**src/rtl/dma_blk_pkg.sv**
```systemverilog
package dma_blk_pkg;
  typedef enum logic [1:0] {
    STEP_FIXED = 2'b00,
    STEP_UP    = 2'b01,
    STEP_DOWN  = 2'b10,
    STEP_HOLD  = 2'b11
  } step_mode_e;

  typedef enum logic [1:0] {
    PH_IDLE  = 2'b00,
    PH_READ  = 2'b01,
    PH_WRITE = 2'b10
  } phase_e;
endpackage

```
**src/rtl/dma_addr_unit.sv**
```systemverilog
module dma_addr_unit
  import dma_blk_pkg::*;
#(
  parameter int AW = 24
) (
  input  logic          clk,
  input  logic          rst_n,
  input  logic          load,
  input  logic [AW-1:0] start,
  input  logic [1:0]    mode,
  input  logic          word,
  input  logic          step,
  input  logic          restore,
  output logic [AW-1:0] cur
);
  logic [AW-1:0] base_q;
  step_mode_e    mode_q;
  logic [AW-1:0] delta;

  assign delta = {{(AW-2){1'b0}}, word, ~word};

  always_ff @(posedge clk or negedge rst_n) begin
    if (!rst_n) begin
      cur    <= '0;
      base_q <= '0;
      mode_q <= STEP_FIXED;
    end else if (load) begin
      cur    <= start;
      base_q <= start;
      mode_q <= step_mode_e'(mode);
    end else if (restore) begin
      cur <= base_q;
    end else if (step) begin
      case (mode_q)
        STEP_UP:   cur <= cur + delta;
        STEP_DOWN: cur <= cur - delta;
        default:   cur <= cur;
      endcase
    end
  end
endmodule

```
**src/rtl/dma_blk_counters.sv**
```systemverilog
module dma_blk_counters #(
  parameter int SW = 8,
  parameter int CW = 16
) (
  input  logic          clk,
  input  logic          rst_n,
  input  logic          load,
  input  logic [SW-1:0] size_in,
  input  logic [CW-1:0] count_in,
  input  logic          unit_done,
  output logic          last_unit,
  output logic          last_block
);
  logic [SW-1:0] hold_q;
  logic [SW-1:0] size_q;
  logic [CW-1:0] blk_q;

  assign last_unit  = (size_q == SW'(1));
  assign last_block = (blk_q == CW'(1));

  always_ff @(posedge clk or negedge rst_n) begin
    if (!rst_n) begin
      hold_q <= '0;
      size_q <= '0;
      blk_q  <= '0;
    end else if (load) begin
      hold_q <= size_in;
      size_q <= size_in;
      blk_q  <= count_in;
    end else if (unit_done) begin
      if (last_unit) begin
        size_q <= hold_q;
        blk_q  <= blk_q - CW'(1);
      end else begin
        size_q <= size_q - SW'(1);
      end
    end
  end
endmodule

```
**src/rtl/dma_blk_fsm.sv**
```systemverilog
module dma_blk_fsm
  import dma_blk_pkg::*;
(
  input  logic   clk,
  input  logic   rst_n,
  input  logic   arm,
  input  logic   req,
  input  logic   ready,
  input  logic   last_unit,
  input  logic   last_block,
  output phase_e phase,
  output logic   unit_done,
  output logic   rd_take,
  output logic   done,
  output logic   irq
);
  logic armed_q;

  assign unit_done = (phase == PH_WRITE) && ready && !arm;
  assign rd_take   = (phase == PH_READ) && ready;

  always_ff @(posedge clk or negedge rst_n) begin
    if (!rst_n) begin
      phase   <= PH_IDLE;
      armed_q <= 1'b0;
      done    <= 1'b0;
      irq     <= 1'b0;
    end else if (arm) begin
      phase   <= PH_IDLE;
      armed_q <= 1'b1;
      done    <= 1'b0;
      irq     <= 1'b0;
    end else begin
      irq <= 1'b0;
      case (phase)
        PH_IDLE:  if (req && armed_q && !done) phase <= PH_READ;
        PH_READ:  if (ready) phase <= PH_WRITE;
        PH_WRITE: if (ready) begin
          if (last_unit) begin
            phase <= PH_IDLE;
            if (last_block) begin
              done <= 1'b1;
              irq  <= 1'b1;
            end
          end else begin
            phase <= PH_READ;
          end
        end
        default:  phase <= PH_IDLE;
      endcase
    end
  end
endmodule

```
**src/rtl/dma_blk_seq.sv**
```systemverilog
module dma_blk_seq
  import dma_blk_pkg::*;
#(
  parameter int AW = 24,
  parameter int DW = 16,
  parameter int SW = 8,
  parameter int CW = 16
) (
  input  logic          clk,
  input  logic          rst_n,
  input  logic          arm,
  input  logic [AW-1:0] cfg_src_start,
  input  logic [AW-1:0] cfg_dst_start,
  input  logic [1:0]    cfg_src_mode,
  input  logic [1:0]    cfg_dst_mode,
  input  logic          cfg_word,
  input  logic          cfg_blk_dst,
  input  logic [SW-1:0] cfg_size,
  input  logic [CW-1:0] cfg_count,
  input  logic          req,
  output logic          bus_valid,
  input  logic          bus_ready,
  output logic          bus_write,
  output logic          bus_word,
  output logic [AW-1:0] bus_addr,
  output logic [DW-1:0] bus_wdata,
  input  logic [DW-1:0] bus_rdata,
  output logic          done,
  output logic          irq
);
  localparam int NSIDE = 2;

  phase_e        phase;
  logic          unit_done, rd_take, last_unit, last_block, block_end;
  logic          word_q, blk_dst_q;
  logic [DW-1:0] data_q;
  logic [AW-1:0] side_start [NSIDE];
  logic [1:0]    side_mode  [NSIDE];
  logic [AW-1:0] side_cur   [NSIDE];

  assign block_end     = unit_done && last_unit;
  assign side_start[0] = cfg_src_start;
  assign side_start[1] = cfg_dst_start;
  assign side_mode[0]  = cfg_src_mode;
  assign side_mode[1]  = cfg_dst_mode;

  dma_blk_fsm u_fsm (
    .clk(clk), .rst_n(rst_n), .arm(arm), .req(req), .ready(bus_ready),
    .last_unit(last_unit), .last_block(last_block), .phase(phase),
    .unit_done(unit_done), .rd_take(rd_take), .done(done), .irq(irq)
  );

  dma_blk_counters #(.SW(SW), .CW(CW)) u_cnt (
    .clk(clk), .rst_n(rst_n), .load(arm), .size_in(cfg_size),
    .count_in(cfg_count), .unit_done(unit_done),
    .last_unit(last_unit), .last_block(last_block)
  );

  for (genvar gi = 0; gi < NSIDE; gi++) begin : g_side
    dma_addr_unit #(.AW(AW)) u_addr (
      .clk(clk), .rst_n(rst_n), .load(arm), .start(side_start[gi]),
      .mode(side_mode[gi]), .word(word_q), .step(unit_done),
      .restore(block_end && (blk_dst_q == (gi == 1))),
      .cur(side_cur[gi])
    );
  end

  always_ff @(posedge clk or negedge rst_n) begin
    if (!rst_n) begin
      word_q    <= 1'b0;
      blk_dst_q <= 1'b0;
      data_q    <= '0;
    end else begin
      if (arm) begin
        word_q    <= cfg_word;
        blk_dst_q <= cfg_blk_dst;
      end
      if (rd_take) data_q <= bus_rdata;
    end
  end

  assign bus_valid = (phase != PH_IDLE);
  assign bus_write = (phase == PH_WRITE);
  assign bus_word  = word_q;
  assign bus_addr  = bus_write ? side_cur[1] : side_cur[0];
  assign bus_wdata = data_q;
endmodule

```
**config.mk**
```make
export PLATFORM = sky130hd
export DESIGN_NAME = dma_blk_seq
export DESIGN_NICKNAME = d
export VERILOG_FILES = /design/src/rtl/dma_blk_pkg.sv /design/src/rtl/dma_addr_unit.sv /design/src/rtl/dma_blk_counters.sv /design/src/rtl/dma_blk_fsm.sv /design/src/rtl/dma_blk_seq.sv
export SDC_FILE = /design/constraint.sdc
export NUM_CORES = 1
export LEC_CHECK = 0
export BUFFER_PORTS_ARGS = -buffer_cell sky130_fd_sc_hd__buf_2
export CAP_MARGIN = 0
export CORE_ASPECT_RATIO = 0.75
export CORE_UTILIZATION = 34
export CTS_CLUSTER_DIAMETER = 80
export DETAILED_ROUTE_END_ITERATION = 8
export PLACE_DENSITY = 0.51
export SYNTH_ARGS = -nofsm -noshare
export SYNTH_HDL_FRONTEND = slang
export SYNTH_SLANG_ARGS = --single-unit
```
**constraint.sdc**
```tcl
create_clock -name clk -period 7.55 [get_ports clk]
set_input_delay 1.51 -clock clk [delete_from_list [all_inputs] [get_ports clk]]
set_output_delay 1.51 -clock clk [all_outputs]
set_load 0.01 [all_outputs]
```
; ---- Word level (Yosys, flattened, before mapping)
; Index checks and enable logic that the tools add are counted.
[classes]
add_sub_neg = 6
n_eq_ne = 11
n_mux = 31
n_bitwise = 2
reduce_logical = 26
[ops]
columns = operator, n
row1 = 24-bit 2-to-1 mux, 7
row2 = 24-bit one-hot mux with 2 select lines, 2
row3 = 24-bit by 2-bit adder with 24-bit output, 2
row4 = 16-bit 2-to-1 mux, 3
row5 = 24-bit by 2-bit subtractor with 24-bit output, 2
row6 = 8-bit 2-to-1 mux, 3
row7 = "16-bit by 1-bit equality test with 1-bit output, second input constant", 1
row8 = "16-bit by 1-bit subtractor with 16-bit output, second input constant", 1
row9 = 2-bit nonzero test, 6
row10 = 1-bit 2-to-1 mux, 11
row11 = "8-bit by 1-bit equality test with 1-bit output, second input constant", 1
row12 = 1-bit logical AND, 8
row13 = 2-bit 2-to-1 mux, 4
row14 = 4-bit nonzero test, 2
row15 = "8-bit by 1-bit subtractor with 8-bit output, second input constant", 1
row16 = "2-bit by 1-bit equality test with 1-bit output, second input constant", 3
row17 = "2-bit equality test, second input constant", 3
row18 = "3-bit inequality test, second input constant", 2
row19 = 2-bit one-hot mux with 3 select lines, 1
row20 = 2-bit AND reduction, 3
row21 = 3-bit nonzero test, 2
row22 = 4-bit AND reduction, 1
row23 = "3-bit by 2-bit inequality test with 1-bit output, second input constant", 1
row24 = 3-bit AND reduction, 1
row25 = other kinds (3), 5
[totals]
register_bits = 155
input_bits = 99
wordCells = 92

; ---- Depth between registers and ports, before layout
; Gate-level depths: netlist of the first run.
[depth]
depth_word = 7
depth_mapped = 14

; ---- Cells and area by module
; Synthesis of the first run repeated with hierarchy kept, for this count alone.
[unflattened]
hier_cells = 1367
hier_area_um2 = 11691.2
[by_module_without_submodules]
columns = module, instances, cells_each, area_each_um2, seq_area_each_um2
row1 = dma_addr_unit, 2, 540, 4267.8, 1251.2
row2 = dma_blk_counters, 1, 198, 1833.0, 800.8
row3 = dma_blk_seq, 1, 70, 1092.3, 450.4
row4 = dma_blk_fsm, 1, 19, 230.2, 125.1

; ---- Worst setup path after synthesis of the first run
; OpenSTA, ideal clock, no wires.
[synth_path]
path_type = register to register
start = reg g_side[0].u_addr.mode_q[1]
end = reg g_side[0].u_addr.cur[14]
setup_ns = 0.094
t_arrival_ns = 3.482
required_ns = 7.456
path_slack_ns = 3.974
stages_incl_launch_ff = 15
path_buffers = 4
cell_sequence = dfrtp_1 > nand2b_1 > clkbuf_1 > clkbuf_1 > clkbuf_1 > buf_1 > nor2_1 > fa_1 > or4_1 > nand2_1 > a222oi_1 > mux2_2 > nand3_1 > o21ai_1 > a211oi_1
[synth_via]
elab_chain_cells = 5
elab_cells_between_ends = 8
cone_classes = 2 x eq/ne / 4 x mux / 2 x reduce/logical
[synth_lines]
columns = item, line
row1 = "start, declared", dma_addr_unit.sv:17  ; step_mode_e mode_q;
row2 = "start signal, assigned", dma_addr_unit.sv:30  ; mode_q <= step_mode_e'(mode);
row3 = 2-bit equality test / 2-bit by 1-bit equality test with 1-bit output (equally long branches), dma_addr_unit.sv:34  ; case (mode_q)
row4 = 24-bit one-hot mux with 2 select lines, dma_addr_unit.sv:34
row5 = 24-bit 2-to-1 mux, dma_addr_unit.sv:33  ; end else if (step) begin
row6 = 24-bit 2-to-1 mux, dma_addr_unit.sv:31  ; end else if (restore) begin
row7 = 24-bit 2-to-1 mux, dma_addr_unit.sv:27  ; end else if (load) begin
row8 = "end signal, assigned", dma_addr_unit.sv:28  ; cur <= start;
row9 = "end signal, assigned", dma_addr_unit.sv:32  ; cur <= base_q;
row10 = "end signal, assigned", dma_addr_unit.sv:35  ; STEP_UP: cur <= cur + delta;
row11 = "end, declared", dma_addr_unit.sv:14  ; output logic [AW-1:0] cur
; Several ways; a longest one is shown, not always the timed one. The select of a mux whose other input is x is not followed.
; A chain may end at the register's enable or synchronous reset.

; ---- Worst setup path in the final report of the first run
[layout_path]
start = reg u_fsm.phase[0]
end = out bus_addr[4]
[layout_via]
elab_chain_cells = 2
[layout_lines]
columns = item, line
row1 = "start, declared", dma_blk_fsm.sv:11  ; output phase_e phase,
row2 = "start signal, assigned", dma_blk_fsm.sv:24  ; phase <= PH_IDLE;
row3 = "start signal, assigned", dma_blk_fsm.sv:29  ; phase <= PH_IDLE;
row4 = "start signal, assigned", dma_blk_fsm.sv:36  ; PH_IDLE: if (req && armed_q && !done) phase <= PH_READ;
row5 = 2-bit equality test, dma_blk_seq.sv:83  ; assign bus_write = (phase == PH_WRITE);
row6 = 24-bit 2-to-1 mux, dma_blk_seq.sv:85  ; assign bus_addr = bus_write ? side_cur[1] : side_cur[0];
row7 = "end, declared", dma_blk_seq.sv:25  ; output logic [AW-1:0] bus_addr,
; Every way passes these cells.

==> results of run 1 <==
-- layout make-up --
| class | count | area share [%] |
|---|---|---|
| tap | 385 | 4.173 |
| timing repair buffer | 158 | 7.284 |
| clock buffer | 22 | 4.195 |
| multi-input combinational | 874 | 48.37 |
| sequential | 155 | 33.60 |
| inverter | 39 | 1.268 |
| clock inverter | 10 | 1.106 |
-- critical path, delay by kind of cell, from the launching register on --
kind	cells	cell delay, ns
buf+inv	2	0.50
flops	1	0.43
mux	1	0.43
simple gates	1	0.21
-- worst min-delay path by stage --
stage | cells after the start | slack (ns) | to
finish | 2 | 0.47 | g_side[1].u_addr.base_q[10]$_DFFE_PN0P_
global route | 2 | 0.50 | g_side[1].u_addr.base_q[10]$_DFFE_PN0P_
CTS | 2 | 0.47 | g_side[1].u_addr.base_q[10]$_DFFE_PN0P_
detailed placement | 2 | 0.46 | g_side[1].u_addr.base_q[10]$_DFFE_PN0P_
global placement | 2 | 0.45 | g_side[1].u_addr.base_q[10]$_DFFE_PN0P_
floorplan | 2 | 0.43 | g_side[1].u_addr.base_q[10]$_DFFE_PN0P_
-- synth_stat cells (3+ instances only) --
master    number
dfrtp_1      155
nand2_1      123
nor2_1        98
o21ai_0       84
mux2_2        79
a21oi_1       72
clkbuf_1      67
inv_1         39
nor3_1        39
nand3_1       36
xnor2_1       33
a211oi_1      21
nor4_1        20
buf_1         17
nand4_1       17
o22ai_1       17
or3_1         15
mux2i_1       14
a31oi_1       13
and3_1        13
xor2_1        10
ha_1           8
o211ai_1       8
or4_1          8
a22oi_1        7
and2_1         7
buf_2          7
nand2b_1       7
nor2b_1        7
nor3b_1        7
o31ai_1        7
or2_2          7
nand3b_1       6
o21a_1         6
o21bai_1       6
o221ai_1       6
a221oi_1       5
and4_1         5
a21boi_0       4
a32oi_1        4
o21ai_1        4
o22a_1         4
a21o_1         3
and3b_1        3
o32ai_1        3
-- state kept, by name, summed over array words and instances (netlist names) --
name and count:
blk_dst_q 1, u_cnt.size_q 8, g_side.u_addr.base_q 48, u_cnt.blk_q 16, u_fsm.phase 2, u_fsm.irq 1
bus_wdata 16, bus_word 1, u_fsm.done 1, u_fsm.armed_q 1, u_cnt.hold_q 8, g_side.u_addr.cur 48
g_side.u_addr.mode_q 4
-- metrics by stage --
| step | area, µm² | power [mW] | util [%] |
|---|---|---|---|
| after CTS | 11540 | 2.570 | 40.67 |
| after floorplan | 9948 | 1.437 | - |
| after global placement | 10930 | 1.648 | 38.52 |
| final | 11540 | 2.545 | 40.67 |
| after detailed placement | 10930 | 1.651 | 38.52 |
| after global routing | 11540 | 2.687 | 40.67 |
-- cells in the final DEF, fill, tap and decap left out, types with 19 or more instances in the layout --
| cell type | netlist | final |
|---|---|---|
| nor2_1 | 98 | 98 |
| nor4_1 | 20 | 19 |
| nor3_1 | 39 | 39 |
| a21oi_1 | 72 | 72 |
| buf_2 | 7 | 141 |
| xnor2_1 | 33 | 33 |
| dfrtp_1 | 155 | 155 |
| inv_1 | 39 | 39 |
| a211oi_1 | 21 | 21 |
| nand2_1 | 123 | 123 |
| o21ai_0 | 84 | 84 |
| mux2_2 | 79 | 79 |
| nand3_1 | 36 | 36 |
-- power by group --
part	switching, mW	internal (mW)	total, mW
Clock	0.377	0.528	0.905
Combinational	0.312	0.251	0.563
Sequential	0.144	0.934	1.08
Total	0.832	1.71	2.55
-- logic make-up after synthesis --
logic type,count (synthesis)
AO/OA/AOI/OAI,295
multiplexers,93
adder cells (fa/ha/maj),10
AND/OR/NAND/NOR,433
buffers and inverters,130
flip-flops,155
XOR/XNOR,43
-- metal layers --
metal / part of all wire, % / vias up / wire length (µm)
met1: 51 / 4410 / 15940
met2: 41 / 296 / 12840
li1: - / 4351 / -
met5: 0 / - / 0
met3: 6.6 / 27 / 2043
met4: 1.1 / 0 / 353
==> results.sh, run 1 <==
export IMPL_status="complete, no violations"
export IMPL_cts_sinks=155
export IMPL_cp_arrival_ns=2.04
export IMPL_gr_usage_met2_pct=29.86
export IMPL_port_buffers=143
export IMPL_maxCapViolCount=0
export IMPL_cp_end_kind="output pin"
export IMPL_multi_input_area_um2=5584
export IMPL_cp_max_fo=26
export IMPL_post_dp_hpwl_mm=22.39
export IMPL_crit_required_ns=6.04
export IMPL_ff2ff_setup_slack_ns=4.03
export IMPL_startpoint_type="register"
export IMPL_vias_per_cell=5.529
export IMPL_vias=9084
export IMPL_synth_edff_count=0
export IMPL_synth_distinct_cells=75
export IMPL_netlist_area_um2=9948
export IMPL_fp_row_count=53
export IMPL_initial_core_util_pct=35.05
export IMPL_hold_slack_ns=0.4736
export IMPL_worst_r2r_path_depth=11
export IMPL_yosys_top_cells_area="dfrtp_1, mux2_2, nand2_1"
export IMPL_reg2reg_to="g_side[0].u_addr.cur[23]$_DFFE_PN0P_"
export IMPL_p_per_area_nw_per_um2=220.5
export IMPL_cts_root_buf="clkbuf_16"
export IMPL_die_h_um=150.1
export IMPL_synth_top_area_share_pct=38.99
export IMPL_totalNegativeSetupSlack_ns=0
export IMPL_clock_latency_ns=0.45
export IMPL_critPathMaxStageDelay_ns=0.43
export IMPL_globalRouteMet1Util_pct=32.98
export IMPL_crit_chain="nand2b_1 -> buf_4 -> mux2_2 -> buf_2"
export IMPL_drt_total_wl_mm=31.18
export IMPL_worstHoldStart="g_side[1].u_addr.base_q[10]$_DFFE_PN0P_"
export IMPL_yosysTopAreaCell="dfrtp_1"
export IMPL_grt_pass1_wl_mm=49.05
export IMPL_ys_seq_area_share_pct=38.99
export IMPL_cts_tree="done"
export IMPL_top_usage_layer="met1"
export IMPL_finalNetCount=1354
export IMPL_min_path_type="register to register"
export IMPL_antenna_cells=0
export IMPL_drive_above_1_share_pct=22.89
export IMPL_antenna_found_initial=0
export IMPL_fmax_mhz=281.3
export IMPL_drc=0
export IMPL_critical_path_class="register to output pin"
export IMPL_synth_cells=1159
export IMPL_irDropWorstVdd_mv=0.1633
export IMPL_setup_violations=0
export IMPL_startpoint="u_fsm.phase[0]$_DFFE_PN0P_"
export IMPL_setup_worst_path_end="bus_addr[4]"
export IMPL_postCtsHoldBufs=0
export IMPL_grt_max_degree=94
export IMPL_ant_nets=0
export IMPL_synth_xor_area_share_pct=3.786
export IMPL_period_minus_slack_ns=3.555
export IMPL_numCtsBuffers=17
export IMPL_clkTransAtPathRegs_ns=0.07
export IMPL_grtUsageMet3_pct=4.884
export IMPL_postLayoutSetupSlackWorst_ns=3.995
export IMPL_cts_htree_levels=4
export IMPL_synth_mux_area_share_pct=10.35
export IMPL_drt_pass1_iterations=7
export IMPL_grt_pass1_vias=8477
export IMPL_stdcell_count=1643
export IMPL_slew_headroom_pct=36.84
export IMPL_dp_cells=1611
export IMPL_dieWidth_um=199.5
export IMPL_synth_net_count=1268
export IMPL_io_pins=144
export IMPL_power_leakage_nw=4.800
export IMPL_drtIter0Drc=852
export IMPL_grt_ovfl_total=0
export IMPL_yosysWarningCount=0
export IMPL_core_area_um2=28380
export IMPL_area_growth_pct=16.04
export IMPL_synth_top_family_by_area="simple AND/OR/NAND/NOR gates"
export IMPL_syn_area_per_cell_um2=8.584
export IMPL_dp_slack_ns=3.610
export IMPL_fin_skew_ns=0.01005
export IMPL_synth_adder_area_share_pct=1.409
export IMPL_fillers=2952
export IMPL_die_area_um2=29950
export IMPL_async_reset_ff_share_pct=100.0
export IMPL_area_sequential_um2=3879
export IMPL_rsz0062_at_grt="no"
export IMPL_ys_ff_latch=155
export IMPL_hold_viol=0
export IMPL_grt_usage_pct=21.56
export IMPL_post_cts_buffers=0
export IMPL_routabilityCongestion=0.8865
export IMPL_period_share_pct=47.08
export IMPL_cts_resized=0
export IMPL_synth_compound_area_share_pct=18.60
export IMPL_synth_ff_type="dfrtp_1"
export IMPL_wl_per_cell_um=18.98
export IMPL_final_max_slew_violation_count=0
export IMPL_synth_simple_gate_area_share_pct=21.87
export IMPL_slowest_stage="dfrtp_1"
export IMPL_tightest_slew_ns=0.9439
export IMPL_clockBufferDepth=2
export IMPL_r2r_start="g_side[0].u_addr.mode_q[0]$_DFFE_PN0P_"
(Power assumes the default switching activity.)
==> run 2, diff against run 1 <==
Clock period 7.55 ns to 3.3 ns, I/O delays scaled along.
==> run 2 against run 1 <==
  * Worst hold slack got worse by 0.32 ns
  * Largest cell class unchanged
  * Cell count increased by 2.1%
  * Clock power increased by 120%
  * Design area increased by 2.3%
  * Sequential share of layout area decreased by 0.77 points
  * Flip-flop and latch count unchanged
  * Worst setup slack got worse by 3.6 ns
  * Combinational power increased by 140%
  * Via count increased by 3.1%
  * First-iteration DRC count decreased by 29%
==> results.sh, run 2 (synthesis gave the netlist of run 1 again) <==
export IMPL_status="complete, no violations"
export IMPL_vias_per_cell=5.587
export IMPL_p_per_area_nw_per_um2=493.5
export IMPL_cts_htree_levels=4
export IMPL_initial_core_util_pct=35.05
export IMPL_final_cell_mix="dfrtp_1, buf_2, nand2_1, nor2_1, o21ai_0"
export IMPL_totalNegativeSetupSlack_ns=0
export IMPL_post_cts_buffers=0
export IMPL_drt_pass1_iterations=6
export IMPL_fin_skew_ns=0.006539
export IMPL_clockBufferDepth=2
export IMPL_io_pins=144
export IMPL_fmax_mhz=341.8
export IMPL_utilization_pct=41.62
export IMPL_cp_end_kind="register"
export IMPL_critical_path_class="register to register"
export IMPL_vias=9370
export IMPL_tightest_slew_ns=0.8218
export IMPL_top_layer_used="met5"
export IMPL_maxCapViolCount=0
export IMPL_cp_max_fo=4
export IMPL_finalNetCount=1390
export IMPL_hold_viol=0
export IMPL_worst_path_buf_inv=2
export IMPL_startpoint_type="register"
export IMPL_period_share_pct=88.66
export IMPL_dp_cells=1647
export IMPL_fp_row_count=53
export IMPL_routabilityCongestion=0.9333
export IMPL_numCtsBuffers=17
export IMPL_drt_total_wl_mm=32.59
export IMPL_area_sequential_um2=3879
export IMPL_grt_usage_pct=22.63
export IMPL_critPathMaxStageDelay_ns=0.43
export IMPL_port_buffers=143
export IMPL_dp_slack_ns=0.3950
export IMPL_grt_pass1_vias=9039
export IMPL_mostFrequentLayoutCell="dfrtp_1"
export IMPL_core_area_um2=28380
export IMPL_fillers=2965
export IMPL_crit_required_ns=3.64
export IMPL_irDropWorstVdd_mv=0.3692
export IMPL_rsz0062_at_grt="no"
export IMPL_critPathTopFamily="compound AO/OA/AOI/OAI gates"
export IMPL_antenna_found_initial=2
export IMPL_placed_area_um2=11230
export IMPL_ff2ff_setup_slack_ns=0.37
export IMPL_grt_pass1_wl_mm=51.78
export IMPL_ant_nets=0
export IMPL_multi_input_area_um2=5584
export IMPL_crit_chain="inv_1 -> ha_1 -> inv_1 -> fa_1 -> or3_1 -> o22ai_1 -> a211oi_1 -> a221oi_1 -> xnor2_1 -> a211oi_1 -> a221o_1"
export IMPL_hold_slack_ns=0.1568
export IMPL_stdcell_count=1677
export IMPL_cts_resized=0
export IMPL_slew_headroom_pct=45.05
export IMPL_drive_above_1_share_pct=24.92
export IMPL_final_max_slew_violation_count=0
export IMPL_postLayoutSetupSlackWorst_ns=0.3741
export IMPL_wl_met2_mm=13.22
export IMPL_postCtsHoldBufs=0
export IMPL_power_leakage_nw=4.967
export IMPL_dieWidth_um=199.5
export IMPL_min_path_type="primary input to async pin"
export IMPL_wl_per_cell_um=19.43
export IMPL_reg_top3="g_side.u_addr.base_q (48), g_side.u_addr.cur (48)"
export IMPL_grt_ovfl_total=0
export IMPL_slowest_stage="or3_1"
export IMPL_cts_tree="done"
export IMPL_cts_root_buf="clkbuf_16"
export IMPL_clkTransAtPathRegs_ns=0.07
export IMPL_cp_arrival_ns=3.26
export IMPL_die_area_um2=29950
export IMPL_drc=0
export IMPL_setup_violations=0
export IMPL_post_dp_hpwl_mm=24.19
export IMPL_grt_max_degree=56
export IMPL_power_mw=5.829
export IMPL_stdcell_area_um2=11810
export IMPL_cts_sinks=155
export IMPL_die_h_um=150.1
export IMPL_clock_latency_ns=0.45
export IMPL_period_minus_slack_ns=2.926
export IMPL_wl_met3_mm=2.536
export IMPL_m1WireLength_mm=16.44
export IMPL_antenna_cells=0
export IMPL_area_growth_pct=18.74
export IMPL_drtIter0Drc=609
==> run 2: changes by cell type in the layout (fill, tap and decap cells not counted) <==
cell / before / now
buf_12: 0 / 2
inv_6: 4 / 1
buf_4: 15 / 49
clkbuf_8: 4 / 3
clkinvlp_4: 1 / 2
inv_8: 1 / 0
clkinv_4: 1 / 3
==> run 2: cell type report <==
class                   instances  area share (%)
flip-flops and latches        155           32.84
repair buffers                194           9.618
clock inverters                 9          0.9745
multi-input cells             874           47.27
inverters                      39           1.239
clock buffers                  21           3.983
well taps                     385           4.078
==> run 2: path summary, 6_finish.rpt <==
| kind | cells after the start | to | start |
|---|---|---|---|
| max in group asynchronous | 2 | bus_wdata[3]$_DFFE_PN0P_ | rst_n |
| hold reg to reg | 2 | g_side[1].u_addr.base_q[10]$_DFFE_PN0P_ | g_side[1].u_addr.base_q[10]$_DFFE_PN0P_ |
| min in group clk | 3 | u_cnt.blk_q[4]$_DFFE_PN0P_ | cfg_count[4] |
| setup reg to reg | 11 | g_side[1].u_addr.cur[20]$_DFFE_PN0P_ | bus_word$_DFFE_PN0P_ |
| setup / recovery | 11 | g_side[1].u_addr.cur[20]$_DFFE_PN0P_ | bus_word$_DFFE_PN0P_ |
| hold / removal | 1 | g_side[0].u_addr.cur[15]$_DFFE_PN0P_ | rst_n |
==> run 2: where the power goes <==
group	switching, mW	total [mW]	internal, mW
Sequential	0.320	2.46	2.14
Clock	0.845	2.01	1.17
Combinational	0.751	1.36	0.609
Total	1.91	5.83	3.91
==> run 2: routing by layer <==
layer | up-vias | global-route usage, %
met3 | 34 | 5.444
met2 | 348 | 31.09
met5 | - | 0
met4 | 2 | 5.725
li1 | 4461 | -
met1 | 4525 | 34.73
==> run 3, diff against run 2 <==
Settings changed: CTS_CLUSTER_SIZE set to 10, PLACE_DENSITY 0.51 to unset, PLACE_DENSITY_LB_ADDON set to 0.08.
==> run 3 against run 2 <==
  * Clock-buffer cell count fell by 2
  * Clock skew grew 0.0036 ns
  * Design area hardly changed
  * Fmax decreased by 3.7%
  * Critical path depth down 2
  * Wire length is 1.5% higher
  * Register-to-register slack worse by 0.11 ns
  * Flip-flop and latch count is the same
  * Largest power group unchanged
  * Non-clock buffer count down 1
  * Worst setup slack got worse by 0.11 ns
==> results.sh, run 3 (synthesis gave the netlist of run 1 again) <==
export IMPL_grt_pass1_vias=8749
export IMPL_dp_slack_ns=0.2594
export IMPL_drive_above_1_share_pct=24.92
export IMPL_fp_row_count=53
export IMPL_postCtsHoldBufs=0
export IMPL_drt_pass1_iterations=7
export IMPL_grt_max_degree=96
export IMPL_power_mw=5.838
export IMPL_numCtsBuffers=17
export IMPL_startpoint_type="register"
export IMPL_vias_per_cell=5.483
export IMPL_io_pins=144
export IMPL_ant_nets=0
export IMPL_period_minus_slack_ns=3.038
export IMPL_crit_chain="inv_1 -> ha_1 -> or4b_1 -> or3_4 -> nor4b_4 -> and2_4 -> or3b_1 -> xor2_1 -> o21ai_1"
export IMPL_clkTransAtPathRegs_ns=0.07
export IMPL_p_per_area_nw_per_um2=494.1
export IMPL_totalNegativeSetupSlack_ns=0
export IMPL_rsz0062_at_grt="no"
export IMPL_drt_total_wl_mm=33.07
export IMPL_reg_top3="g_side.u_addr.base_q (48), g_side.u_addr.cur (48)"
export IMPL_worst_path_buf_inv=1
export IMPL_crit_required_ns=3.60
export IMPL_drtIter0Drc=698
export IMPL_area_growth_pct=18.78
export IMPL_port_buffers=143
export IMPL_hold_viol=0
export IMPL_initial_core_util_pct=35.05
export IMPL_die_area_um2=29950
export IMPL_finalNetCount=1389
export IMPL_drc=0
export IMPL_critPathMaxStageDelay_ns=0.67
export IMPL_grt_usage_pct=22.67
export IMPL_setup_violations=0
export IMPL_grt_pass1_wl_mm=51.61
export IMPL_status="complete, no violations"
export IMPL_antenna_found_initial=5
export IMPL_postLayoutSetupSlackWorst_ns=0.2615
export IMPL_slowest_stage="or4b_1"
export IMPL_utilization_pct=41.63
export IMPL_post_cts_buffers=0
export IMPL_core_area_um2=28380
export IMPL_vias=9206
export IMPL_cts_root_buf="clkbuf_16"
export IMPL_post_dp_hpwl_mm=23.97
export IMPL_final_max_slew_violation_count=0
export IMPL_multi_input_area_um2=5584
export IMPL_power_leakage_nw=4.974
export IMPL_period_share_pct=92.07
export IMPL_critPathTopFamily="simple AND/OR/NAND/NOR gates"
export IMPL_irDropWorstVdd_mv=0.4420
export IMPL_dieWidth_um=199.5
export IMPL_die_h_um=150.1
export IMPL_cp_arrival_ns=3.34
export IMPL_final_cell_mix="dfrtp_1, buf_2, nand2_1, nor2_1, o21ai_0"
export IMPL_fin_skew_ns=0.01015
export IMPL_maxCapViolCount=0
export IMPL_cp_max_fo=11
export IMPL_clock_latency_ns=0.45
export IMPL_clockBufferDepth=2
export IMPL_cts_tree="done"
export IMPL_wl_per_cell_um=19.70
export IMPL_fillers=2951
export IMPL_cp_end_kind="register"
export IMPL_critical_path_class="register to register"
export IMPL_routabilityCongestion=0.8721
export IMPL_mostFrequentLayoutCell="dfrtp_1"
export IMPL_grt_ovfl_total=0
export IMPL_slew_headroom_pct=35.49
export IMPL_tightest_slew_ns=0.9641
export IMPL_area_sequential_um2=3879
export IMPL_cts_resized=0
export IMPL_cts_htree_levels=4
export IMPL_cts_sinks=155
export IMPL_fmax_mhz=329.1
export IMPL_min_path_type="primary input to async pin"
[run 3: changes by cell type in the layout (fill, tap and decap cells not counted), sizes merged]
cell,previous run,this run
diode,0,2
clkinvlp,2,0
inv,40,44
buf,194,193
clkinv,4,5
clkbuf,21,19
[run 3: worst paths after layout]
| check | startpoint | to | slack (ns) | cells after the start |
|---|---|---|---|---|
| worst max register to register | u_cnt.size_q[1]$_DFFE_PN0P_ | u_cnt.blk_q[10]$_DFFE_PN0P_ | 0.26 | 9 |
| worst min register to register | g_side[1].u_addr.base_q[10]$_DFFE_PN0P_ | g_side[1].u_addr.base_q[10]$_DFFE_PN0P_ | 0.47 | 2 |
| min in group clk | cfg_count[12] | u_cnt.blk_q[12]$_DFFE_PN0P_ | 0.42 | 3 |
| worst max-delay path | u_cnt.size_q[1]$_DFFE_PN0P_ | u_cnt.blk_q[10]$_DFFE_PN0P_ | 0.26 | 9 |
| worst min-delay path | rst_n | g_side[0].u_addr.cur[16]$_DFFE_PN0P_ | 0.14 | 1 |
| max in group asynchronous | rst_n | g_side[0].u_addr.base_q[7]$_DFFE_PN0P_ | 2.44 | 2 |
[run 3: metal layers]
metal,vias up,share of wire (%),GRT usage [%]
met5,-,0.091,0
met4,4,0.86,4.847
met2,303,41,31.72
met1,4437,51,34.81
met3,21,6.6,5.197
li1,4441,-,-
[run 3: final cells by class]
cell class              count  share of cell area, %
clock buffers              19                  3.748
well taps                 385                  4.077
multi-input cells         874                  47.26
diodes                      2                0.04236
flip-flops and latches    155                  32.83
repair buffers            193                  9.657
clock inverters            12                  1.154
inverters                  39                  1.239
[run 3: worst register-to-register path, delay by kind of cell, from the launching register on]
kind,cells,cell delay [ns]
XOR/XNOR,1,0.13
flip-flops,1,0.38
adder cells (fa/ha/maj),1,0.15
AO/OA/AOI/OAI,1,0.07
buffers and inverters,1,0.11
AND/OR/NAND/NOR,5,2.05
[run 3: through the flow]
stage                     cell area [µm²]  hold WS (ns)  std cells
after floorplan                      9953        0.3644       1159
after global placement              11230        0.4477       1646
after detailed placement            11230        0.4530       1646
after CTS                           11810        0.1458       1677
after global routing                11810        0.1712       1677
final                               11820        0.1404       1679
[run 3: power by group]
part / leakage, nW / switching (mW) / internal (mW) / total (mW)
registers: 1.86 / 0.314 / 2.14 / 2.45
clock network: 0.289 / 0.875 / 1.14 / 2.01
logic: 2.82 / 0.759 / 0.614 / 1.37
